==> config.mk <==
export PLATFORM = sky130hd
export DESIGN_NAME = irq_dist_regs
export DESIGN_NICKNAME = d
export VERILOG_FILES = /design/src/rtl/irq_dist_pkg.sv /design/src/rtl/irq_addr_decode.sv /design/src/rtl/irq_state_cell.sv /design/src/rtl/irq_prio_slot.sv /design/src/rtl/irq_dist_regs.sv
export SDC_FILE = /design/constraint.sdc
export NUM_CORES = 2
export LEC_CHECK = 0
export ABC_AREA = 0
export BUFFER_PORTS_ARGS = -buffer_cell sky130_fd_sc_hd__buf_2
export CORE_AREA = 2 2 304 306
export CTS_CLUSTER_SIZE = 8
export DETAILED_ROUTE_END_ITERATION = 7
export DIE_AREA = 0 0 306 308
export PLACE_DENSITY = 0.62
export SLEW_MARGIN = 20
export SYNTH_ARGS = -nofsm -noshare
export SYNTH_HDL_FRONTEND = slang
export SYNTH_SLANG_ARGS = --single-unit
==> constraint.sdc <==
create_clock -name clk -period 4.45 [get_ports clk]
set_input_delay 0.6675 -clock clk [delete_from_list [all_inputs] [get_ports clk]]
set_output_delay 0.6675 -clock clk [all_outputs]
set_load 0.005 [all_outputs]
==> src/rtl/irq_dist_pkg.sv <==
package irq_dist_pkg;

    typedef enum logic [3:0] {
        BK_NONE,
        BK_EN_SET,
        BK_EN_CLR,
        BK_PD_SET,
        BK_PD_CLR,
        BK_AC_SET,
        BK_AC_CLR,
        BK_PRIO,
        BK_CFG
    } bank_e;

    typedef struct packed {
        bank_e      bank;
        logic [7:0] word;
    } dec_t;

    typedef struct packed {
        logic en_set;
        logic en_clr;
        logic pd_set;
        logic pd_clr;
        logic ac_set;
        logic ac_clr;
        logic cfg_wr;
        logic cfg_edge;
    } irq_cmd_t;

    typedef struct packed {
        logic en;
        logic act;
        logic pend;
        logic edge_cfg;
    } irq_stat_t;

    localparam int PRIV_IRQS = 32;

    function automatic int idx_w(input int n);
        return (n <= 2) ? 1 : $clog2(n);
    endfunction

    function automatic logic [7:0] prio_mask(input int pbits);
        return 8'hFF << (8 - pbits);
    endfunction

    // Offset map: [11:10]=00 bit banks, sub-bank in [9:7]; 01 priority; 10 with [9:8]=00 config
    function automatic dec_t decode_addr(input logic [11:0] a);
        dec_t d;
        d.bank = BK_NONE;
        d.word = '0;
        case (a[11:10])
            2'b00: begin
                d.word = {3'b000, a[6:2]};
                case (a[9:7])
                    3'd0:    d.bank = BK_EN_SET;
                    3'd1:    d.bank = BK_EN_CLR;
                    3'd2:    d.bank = BK_PD_SET;
                    3'd3:    d.bank = BK_PD_CLR;
                    3'd4:    d.bank = BK_AC_SET;
                    3'd5:    d.bank = BK_AC_CLR;
                    default: d.bank = BK_NONE;
                endcase
            end
            2'b01: begin
                d.bank = BK_PRIO;
                d.word = a[9:2];
            end
            2'b10: begin
                if (a[9:8] == 2'b00) begin
                    d.bank = BK_CFG;
                    d.word = {2'b00, a[7:2]};
                end
            end
            default: d.bank = BK_NONE;
        endcase
        return d;
    endfunction

endpackage

==> src/rtl/irq_addr_decode.sv <==
module irq_addr_decode
    import irq_dist_pkg::*;
#(
    parameter int NUM_IRQ = 64
) (
    input  logic [11:0] addr,
    output dec_t        dec,
    output logic        hit
);
    localparam int NW_BIT  = NUM_IRQ / 32;
    localparam int NW_PRIO = NUM_IRQ / 4;
    localparam int NW_CFG  = NUM_IRQ / 16;

    dec_t d_raw;
    logic in_range;

    always_comb begin
        d_raw = decode_addr(addr);
        case (d_raw.bank)
            BK_PRIO: in_range = (int'(d_raw.word) < NW_PRIO);
            BK_CFG:  in_range = (int'(d_raw.word) < NW_CFG);
            BK_NONE: in_range = 1'b0;
            default: in_range = (int'(d_raw.word) < NW_BIT);
        endcase
    end

    assign dec = d_raw;
    assign hit = in_range && (addr[1:0] == 2'b00);

endmodule

==> src/rtl/irq_state_cell.sv <==
module irq_state_cell
    import irq_dist_pkg::*;
#(
    parameter bit IS_PRIVATE = 1'b0
) (
    input  logic      clk,
    input  logic      rst,
    input  irq_cmd_t  cmd,
    input  logic      line,
    output irq_stat_t stat
);
    logic en_q, act_q, soft_q, pend_e_q, edge_q, line_q;
    logic rise, lvl_pend, cfg_take;

    assign rise     = line & ~line_q;
    assign lvl_pend = line | soft_q;
    assign cfg_take = cmd.cfg_wr && !IS_PRIVATE;

    always_ff @(posedge clk) begin
        if (rst) begin
            en_q     <= 1'b0;
            act_q    <= 1'b0;
            soft_q   <= 1'b0;
            pend_e_q <= 1'b0;
            edge_q   <= 1'b0;
            line_q   <= 1'b0;
        end else begin
            line_q <= line;

            if (cmd.en_set)      en_q <= 1'b1;
            else if (cmd.en_clr) en_q <= 1'b0;

            if (cmd.ac_set)      act_q <= 1'b1;
            else if (cmd.ac_clr) act_q <= 1'b0;

            // software latch only moves while level-triggered
            if (!edge_q) begin
                if (cmd.pd_set)      soft_q <= 1'b1;
                else if (cmd.pd_clr) soft_q <= 1'b0;
            end

            if (cfg_take) edge_q <= cmd.cfg_edge;

            if (!edge_q) begin
                // entering edge mode keeps the pending value seen so far
                if (cfg_take && cmd.cfg_edge) pend_e_q <= lvl_pend;
            end else if (cmd.pd_set || rise) begin
                pend_e_q <= 1'b1;
            end else if (cmd.pd_clr) begin
                pend_e_q <= 1'b0;
            end
        end
    end

    assign stat.en       = en_q;
    assign stat.act      = act_q;
    assign stat.edge_cfg = edge_q;
    assign stat.pend     = edge_q ? pend_e_q : lvl_pend;

    p_en_set_r2: assert property (@(posedge clk) disable iff (rst)
        cmd.en_set |=> stat.en);
    p_en_clr_r2: assert property (@(posedge clk) disable iff (rst)
        (cmd.en_clr && !cmd.en_set) |=> !stat.en);
    p_act_set_r3: assert property (@(posedge clk) disable iff (rst)
        cmd.ac_set |=> stat.act);
    p_act_clr_r3: assert property (@(posedge clk) disable iff (rst)
        (cmd.ac_clr && !cmd.ac_set) |=> !stat.act);
    p_level_clr_r4: assert property (@(posedge clk) disable iff (rst)
        (cmd.pd_clr && !cmd.pd_set && !stat.edge_cfg && !cmd.cfg_wr) |=> (stat.pend == line));
    p_edge_rise_r5: assert property (@(posedge clk) disable iff (rst)
        (stat.edge_cfg && rise && !cmd.cfg_wr) |=> stat.pend);
    p_to_edge_keep_r8: assert property (@(posedge clk) disable iff (rst)
        (cfg_take && cmd.cfg_edge && !stat.edge_cfg) |=> (stat.pend == $past(stat.pend)));

endmodule

==> src/rtl/irq_prio_slot.sv <==
module irq_prio_slot
    import irq_dist_pkg::*;
#(
    parameter int PRI_BITS = 5
) (
    input  logic       clk,
    input  logic       rst,
    input  logic       wr,
    input  logic [7:0] wbyte,
    output logic [7:0] prio
);
    localparam logic [7:0] PMASK = prio_mask(PRI_BITS);

    logic [7:0] prio_q;

    always_ff @(posedge clk) begin
        if (rst)     prio_q <= '0;
        else if (wr) prio_q <= wbyte & PMASK;
    end

    assign prio = prio_q;

    p_prio_hold_r6: assert property (@(posedge clk) disable iff (rst)
        !wr |=> $stable(prio));
    p_prio_top_r6: assert property (@(posedge clk) disable iff (rst)
        wr |=> (prio[7:8-PRI_BITS] == $past(wbyte[7:8-PRI_BITS])));

endmodule

==> src/rtl/irq_dist_regs.sv <==
module irq_dist_regs
    import irq_dist_pkg::*;
#(
    parameter int NUM_IRQ  = 64,
    parameter int PRI_BITS = 5
) (
    input  logic                 clk,
    input  logic                 rst,
    input  logic                 bus_wr,
    input  logic [11:0]          bus_addr,
    input  logic [31:0]          bus_wdata,
    output logic [31:0]          bus_rdata,
    input  logic [NUM_IRQ-1:0]   line_in,
    output logic [NUM_IRQ-1:0]   pend_vec,
    output logic [NUM_IRQ-1:0]   en_vec,
    output logic [8*NUM_IRQ-1:0] prio_vec
);
    localparam int NW_BIT  = NUM_IRQ / 32;
    localparam int NW_PRIO = NUM_IRQ / 4;
    localparam int NW_CFG  = NUM_IRQ / 16;
    localparam int IW_BIT  = idx_w(NW_BIT);
    localparam int IW_PRIO = idx_w(NW_PRIO);
    localparam int IW_CFG  = idx_w(NW_CFG);

    dec_t dec;
    logic hit, wr_ok;

    irq_addr_decode #(.NUM_IRQ(NUM_IRQ)) u_dec (
        .addr (bus_addr),
        .dec  (dec),
        .hit  (hit)
    );

    assign wr_ok = bus_wr && hit;

    logic [NUM_IRQ-1:0] act_v, edge_v;

    for (genvar i = 0; i < NUM_IRQ; i++) begin : g_irq
        localparam int BW = i / 32;
        localparam int BB = i % 32;
        localparam int PW = i / 4;
        localparam int PB = i % 4;
        localparam int CW = i / 16;
        localparam int CB = i % 16;

        irq_cmd_t  cmd;
        irq_stat_t st;
        logic      bit_word, prio_wr;

        assign bit_word = (dec.word == 8'(BW)) && bus_wdata[BB];
        assign prio_wr  = wr_ok && (dec.bank == BK_PRIO) && (dec.word == 8'(PW));

        assign cmd.en_set   = wr_ok && (dec.bank == BK_EN_SET) && bit_word;
        assign cmd.en_clr   = wr_ok && (dec.bank == BK_EN_CLR) && bit_word;
        assign cmd.pd_set   = wr_ok && (dec.bank == BK_PD_SET) && bit_word;
        assign cmd.pd_clr   = wr_ok && (dec.bank == BK_PD_CLR) && bit_word;
        assign cmd.ac_set   = wr_ok && (dec.bank == BK_AC_SET) && bit_word;
        assign cmd.ac_clr   = wr_ok && (dec.bank == BK_AC_CLR) && bit_word;
        assign cmd.cfg_wr   = wr_ok && (dec.bank == BK_CFG) && (dec.word == 8'(CW));
        assign cmd.cfg_edge = bus_wdata[2*CB+1];

        irq_state_cell #(.IS_PRIVATE(i < PRIV_IRQS)) u_cell (
            .clk  (clk),
            .rst  (rst),
            .cmd  (cmd),
            .line (line_in[i]),
            .stat (st)
        );

        irq_prio_slot #(.PRI_BITS(PRI_BITS)) u_prio (
            .clk   (clk),
            .rst   (rst),
            .wr    (prio_wr),
            .wbyte (bus_wdata[8*PB +: 8]),
            .prio  (prio_vec[8*i +: 8])
        );

        assign en_vec[i]   = st.en;
        assign act_v[i]    = st.act;
        assign pend_vec[i] = st.pend;
        assign edge_v[i]   = st.edge_cfg;
    end

    // read-side word arrays, padded to a power of two so the index never overruns
    logic [2**IW_BIT-1:0][31:0]  en_w, pd_w, ac_w;
    logic [2**IW_PRIO-1:0][31:0] pr_w;
    logic [2**IW_CFG-1:0][31:0]  cf_w;

    for (genvar w = 0; w < 2**IW_BIT; w++) begin : g_bw
        if (w < NW_BIT) begin : g_on
            assign en_w[w] = en_vec[32*w +: 32];
            assign pd_w[w] = pend_vec[32*w +: 32];
            assign ac_w[w] = act_v[32*w +: 32];
        end else begin : g_off
            assign en_w[w] = '0;
            assign pd_w[w] = '0;
            assign ac_w[w] = '0;
        end
    end

    for (genvar w = 0; w < 2**IW_PRIO; w++) begin : g_pw
        if (w < NW_PRIO) begin : g_on
            assign pr_w[w] = prio_vec[32*w +: 32];
        end else begin : g_off
            assign pr_w[w] = '0;
        end
    end

    for (genvar w = 0; w < 2**IW_CFG; w++) begin : g_cw
        if (w < NW_CFG) begin : g_on
            logic [31:0] fields;
            always_comb begin
                fields = '0;
                for (int k = 0; k < 16; k++) fields[2*k+1] = edge_v[16*w+k];
            end
            assign cf_w[w] = fields;
        end else begin : g_off
            assign cf_w[w] = '0;
        end
    end

    always_comb begin
        bus_rdata = '0;
        if (hit) begin
            case (dec.bank)
                BK_EN_SET, BK_EN_CLR: bus_rdata = en_w[dec.word[IW_BIT-1:0]];
                BK_PD_SET, BK_PD_CLR: bus_rdata = pd_w[dec.word[IW_BIT-1:0]];
                BK_AC_SET, BK_AC_CLR: bus_rdata = ac_w[dec.word[IW_BIT-1:0]];
                BK_PRIO:              bus_rdata = pr_w[dec.word[IW_PRIO-1:0]];
                BK_CFG:               bus_rdata = cf_w[dec.word[IW_CFG-1:0]];
                default:              bus_rdata = '0;
            endcase
        end
    end

    p_misaligned_zero_r10: assert property (@(posedge clk) disable iff (rst)
        (bus_addr[1:0] != 2'b00) |-> (bus_rdata == 32'h0));
    p_private_cfg_r7: assert property (@(posedge clk) disable iff (rst)
        (bus_wr && (decode_addr(bus_addr).bank == BK_CFG)) |=> $stable(edge_v[PRIV_IRQS-1:0]));
    p_unmapped_quiet_r9: assert property (@(posedge clk) disable iff (rst)
        (bus_wr && (decode_addr(bus_addr).bank == BK_NONE)) |=> ($stable(en_vec) && $stable(act_v) && $stable(prio_vec)));

endmodule

Word-level counts from Yosys, hierarchy flattened. Cells that the tools add are included.

Register bits: 608. Bits of input ports: 111. Output and inout bits: 672. Logic and storage cells: 1946.

Order comparisons: 6. Equality and inequality tests: 62. Multiplexer cells: 529. Bitwise gates (word level): 160. Reduce and logical (&&, ||, !) cells: 837.

Operator list (number): 2-to-1 mux 1 bit (512); logical AND 1 bit (508); nonzero test 2 bit (224); 2-to-1 mux 32 bit (9); one-hot mux 32 bit (5 select lines) (1); binary-select mux 32 bit (select 4 bit) (1); AND reduction 2 bit (64); != test 3 bit (second input constant) (32); binary-select mux 32 bit (select 2 bit) (1); equality test 8 x 4 -> 1 bit (second input constant) (8); inverter 1 bit (64); OR 1 bit (64); AND 1 bit (32); equality test 8 x 3 -> 1 bit (second input constant) (4); logical OR 1 bit (32); one-hot mux 8 bit (3 select lines) (1); one-hot mux 3 bit (6 select lines) (1); equality test 4 x 3 -> 1 bit (second input constant) (4); equality test 8 x 2 -> 1 bit (second input constant) (2); 2-to-1 mux 12 bit (1); one-hot mux 4 bit (3 select lines) (1); equality test 4 x 2 -> 1 bit (second input constant) (2); equality test 8 x 1 -> 1 bit (second input constant) (1); zero test 8 bit (1); 18 further kinds (24).

Depth between registers and ports, before layout.
Depth after elaboration: 12. Depth in mapped cells: 12. Depth with buffers taken out: 6.

Cells and area by module. From an unflattened synthesis, not the netlist that was laid out.

Cells, all modules: 4125. Area, all modules: 36003.3 um2.

Modules (own cells, without submodules): irq_prio_slot (times used 64, cells each 20, area an instance 206.4 um2, sequential area each 100.1 um2); irq_dist_regs (times used 1, cells each 1210, area an instance 9291.4 um2, sequential area each 0.0 um2); irq_state_cell at g_irq[32].u_cell ... (times used 32, cells each 32, area an instance 270.3 um2, sequential area each 120.1 um2); irq_state_cell at g_irq[0].u_cell ... (times used 32, cells each 18, area an instance 145.1 um2, sequential area each 60.1 um2); irq_addr_decode (times used 1, cells each 35, area an instance 206.4 um2, sequential area each 0.0 um2).

Worst setup path after synthesis. OpenSTA, ideal clock, no wires.

Path kind: input to output. Start: input bus_addr[9]. End: output bus_rdata[23]. Data arrival time: 2.523 ns. Data required time: 3.783 ns. Path slack: 1.260 ns. Stages on the path: 10. Path buffers: 4. Cell sequence: buf_2 -> o31a_1 -> buf_2 -> nor2_1 -> buf_2 -> buf_1 -> o22ai_1 -> a21oi_1 -> o21ai_0 -> o31ai_1.

Word-level cells in the longest chain between the ends: 7. Elaborated cells on any way between the ends: 40. Classes of those cells: order compare (3); eq/ne (13); mux (17); reduce/logical (7).

Ends and longest elaborated chain: start: declaration (RTL line irq_dist_regs.sv:10) `input logic [11:0] bus_addr,`; zero test 2 bit, or another cell as far along (RTL line irq_dist_pkg.sv:71) `if (a[9:8] == 2'b00) begin`; 2-to-1 mux 12 bit / one-hot mux 3 bit (6 select lines) (equally long branches) (RTL line irq_dist_pkg.sv:71, irq_dist_pkg.sv:56); one-hot mux 8 bit (3 select lines) / one-hot mux 4 bit (3 select lines) (equally long branches) (RTL line irq_dist_pkg.sv:53) `case (a[11:10])`; less-than comparator 8 x 2 -> 1 bit, or another cell as far along (RTL line irq_addr_decode.sv:23) `default: in_range = (int'(d_raw.word) < NW_BIT);`; one-hot mux 1 bit (3 select lines), or another cell as far along (RTL line irq_addr_decode.sv:19) `case (d_raw.bank)`; logical AND 1 bit / one-hot mux 32 bit (5 select lines) (equally long branches) (RTL line irq_addr_decode.sv:28, irq_dist_regs.sv:125); 2-to-1 mux 32 bit * (RTL line irq_dist_regs.sv:124) `if (hit) begin`; end: declaration (RTL line irq_dist_regs.sv:12) `output logic [31:0] bus_rdata,`.

Mark *: on every way between the ends. The rest lies on a longest branch, timed or not. The select of a mux whose other input is x is not followed.

Worst setup path after layout.
Start: input bus_addr[10]. End: output bus_rdata[5].

Word-level cells in the longest chain between the ends: 6. Elaborated cells on any way between the ends: 34. Classes of those cells: order compare (3); eq/ne (10); mux (15); reduce/logical (6).

Ends and longest elaborated chain (RTL line): equality test 2 bit, or another cell as far along (irq_dist_pkg.sv:53); one-hot mux 8 bit (3 select lines) / one-hot mux 4 bit (3 select lines) (equally long branches) (irq_dist_pkg.sv:53); less-than comparator 8 x 2 -> 1 bit, or another cell as far along (irq_addr_decode.sv:23); one-hot mux 1 bit (3 select lines), or another cell as far along (irq_addr_decode.sv:19); logical AND 1 bit / one-hot mux 32 bit (5 select lines) (equally long branches) (irq_addr_decode.sv:28, irq_dist_regs.sv:125); 2-to-1 mux 32 bit * (irq_dist_regs.sv:124).

Marks and branches as above.

==> run summary <==
slew of the pin with the lowest slew margin -> 1.31 ns
Mapped Cells -> 3,998
DP Area -> 33,600 µm²
maximum clock rate -> 0.232 GHz
WS Path Type -> in -> out
Die Width -> 306 µm
cell row count -> 111
final hold viol count -> 0
sequential area share after synthesis -> 0.395
most frequent cells in the layout -> 946 x nand2_1, 608 x dfxtp_1, 588 x buf_2
Setup TNS -> 0 ns
Placed Cells -> 5,432
total grt overflow -> 0
vias -> 31,400
first-pass GRT wire length -> 211,000 µm
Top Ports -> 783
min Tclk post-route -> 4.31 ns
Post-CTS Repair Setup Buffers -> 0
dpl hpwl -> 109,000 µm
post-synth top area cell -> dfxtp_1
fin util -> 0.395
Yosys top cell area share -> 0.395
1st-iter DRT viols -> 4,010
slew margin rel. -> 0.124
vias in the first global route -> 28,400
worst endpoint required time -> 3.78 ns
Routed Antenna Nets -> 0
Leakage -> 14.8 nW
Hold Path Class -> in -> reg
Clk Latency, worst-skew pair -> 0.65 ns
synth unique cells -> 77
asr flop ratio synth -> 0
final std cells w/o fill -> 5,549
Worst Path Max Fanout -> 30
status -> complete, no violations
Root Buffer -> clkbuf_16
Final Setup Violations -> 0
CTS Sinks -> 608
WL final -> 151,000 µm
P&R area growth vs syn -> 16.6%
Max Slew Vio Count -> 0
Mean Syn Cell Area -> 7.71 µm²
final net count -> 4,446
CTS max path bufs -> 3
sequential cell fraction of total power -> 0.435
routability congestion estimate -> 0.932
synthesis-stage register bit count -> 608
Post-synth EDFFs -> 0
initial antenna violation count -> 25
Wirelength per Cell -> 27.3 µm
max cap viols -> 0
Fin Hold WS -> 0.263 ns
design area -> 36,000 µm²
Peak supply drop -> 288 µV
commonest non-fill, non-tap cell in the layout -> nand2_1
largest net degree at the start of global routing -> 229
core region area -> 91,000 µm²
unrepaired setup endpoints after global routing -> no
Sw Share -> 0.265
Startpoint Class -> primary input
GRT Util Overall -> 0.306
layout cells sized above 1 -> 0.216
top post-synthesis cells by area -> dfxtp_1 39%, nand2_1 12%, a21oi_1 8.3%
routed vias/inst -> 5.65
TritonCTS clock tree -> done
Critical Path End Type -> output port
Initial Util -> 0.339
Port Buffers -> 590
CTS HTree Levels -> 3
Psw -> 0.00333 W
Clock power frac -> 0.477
ratio of final minimum period to clock period -> 0.969
DRC -> 0
Worst Skew -> 0.00726 ns
full die area -> 94,200 µm²
synth warn -> 0
Worst-path clk slew -> 0.05 ns
first-pass detailed-route iteration total -> 6
crit path DAT -> 3.64 ns
# hold bufs at CTS -> 0
P_int -> 0.00925 W
Post-Syn Area -> 30,800 µm²
die span in y -> 308 µm
post-CTS resize count -> 0
FILL cells -> 9,358
ys flop type -> dfxtp_1
logic gate share of total power -> 0.088
total CTS buffers -> 87
power density over the cells -> 350 nW/µm²
-- power groups by stage --
stage / logic [W] / registers (W) / clock network [W]
after floorplan: 0.000735 / 0.00558 / 0
after global placement: 0.00107 / 0.00558 / 0
after detailed placement: 0.00107 / 0.00558 / 0
after CTS: 0.00107 / 0.00547 / 0.00608
after global routing: 0.00115 / 0.00547 / 0.00627
final: 0.00110 / 0.00547 / 0.00600
-- area by class of cell --
cell class | count | area [µm²] | area share
multi-input combinational | 2874 | 15700 | 0.436
sequential | 608 | 12200 | 0.339
timing repair buffer | 711 | 4060 | 0.113
clock buffer | 93 | 2210 | 0.0615
tap | 1186 | 1480 | 0.0413
inverter | 53 | 199 | 0.00553
clock inverter | 10 | 106 | 0.00296
antenna | 14 | 35.0 | 0.000974
-- flip-flops by register name (all words and copies together) (netlist names) --
name	flops
g_irq.u_cell.act_q	64
g_irq.u_cell.en_q	64
g_irq.u_cell.line_q	32
g_irq.u_cell.soft_q	64
g_irq.u_prio.prio	320
g_irq.u_cell.pend_e_q	32
g_irq.u_cell.edge_q	32
-- worst paths after layout --
kind | startpoint | endpoint | slack (ns) | depth (start not counted)
min | line_in[37] | g_irq[37].u_cell.line_q | 0.26 | 3
max | bus_addr[10] | bus_rdata[5] | 0.14 | 11
min reg2reg | g_irq[2].u_cell.soft_q | g_irq[2].u_cell.soft_q | 0.44 | 2
max reg2reg | g_irq[44].u_cell.edge_q | g_irq[44].u_cell.pend_e_q | 3.06 | 3
-- synth_stat cells, types with 15 or more instances --
master    count
nand2_1     947
dfxtp_1     608
a21oi_1     511
buf_4       294
clkbuf_1    248
mux2i_1     158
nand2b_1    157
o21ai_0     103
o22ai_1      99
nor2_1       97
buf_2        83
nand3_1      63
inv_1        52
or2_2        47
a211oi_1     45
nor3_1       45
a221oi_1     42
or3_1        34
mux2_2       33
buf_1        29
o22a_1       26
a222oi_1     22
o221ai_1     21
nor2b_1      20
and3_1       16
nand4_1      16
nor4_1       16
a31oi_1      15
-- cells by family (layout without fill, tap and decap cells) --
kind of cell           after synthesis  after routing  share of synthesized area
and+or+nand+nor                   1486           1486                      0.216
AOI/OAI and AO/OA                 1005           1005                      0.201
buffers and inverters              707            867                      0.125
DFF                                608            608                      0.395
muxes                              191            191                     0.0633
other                                1            206                   0.000122
-- metrics by stage --
| stage | power [W] | setup WS [ns] |
|---|---|---|
| 2_1_floorplan | 0.00632 | 1.26 |
| 3_3_place_gp | 0.00665 | 0.255 |
| 3_5_place_dp | 0.00666 | 0.283 |
| 4_1_cts | 0.0126 | 0.263 |
| 5_1_grt | 0.0129 | 0.145 |
| 6_report | 0.0126 | 0.138 |
-- metal layers --
layer | vias up | GRT usage | part of all wire
met1 | 15100 | 0.366 | 0.37
met3 | 352 | 0.0829 | 0.11
met4 | 16 | 0.144 | 0.050
li1 | 14000 | - | -
met5 | - | 0 | 0.00067
met2 | 1960 | 0.509 | 0.47
-- critical path, cell delays in order --
cell	delay (ns)
buf_2	0.22
o31a_2	0.43
nor2_4	0.36
buf_12	0.25
buf_4	0.21
o22ai_1	0.14
a22oi_1	0.17
o21ai_0	0.11
o32ai_1	0.72
buf_4	0.23
buf_2	0.11
Note: power is estimated with default switching activity, not from simulation.
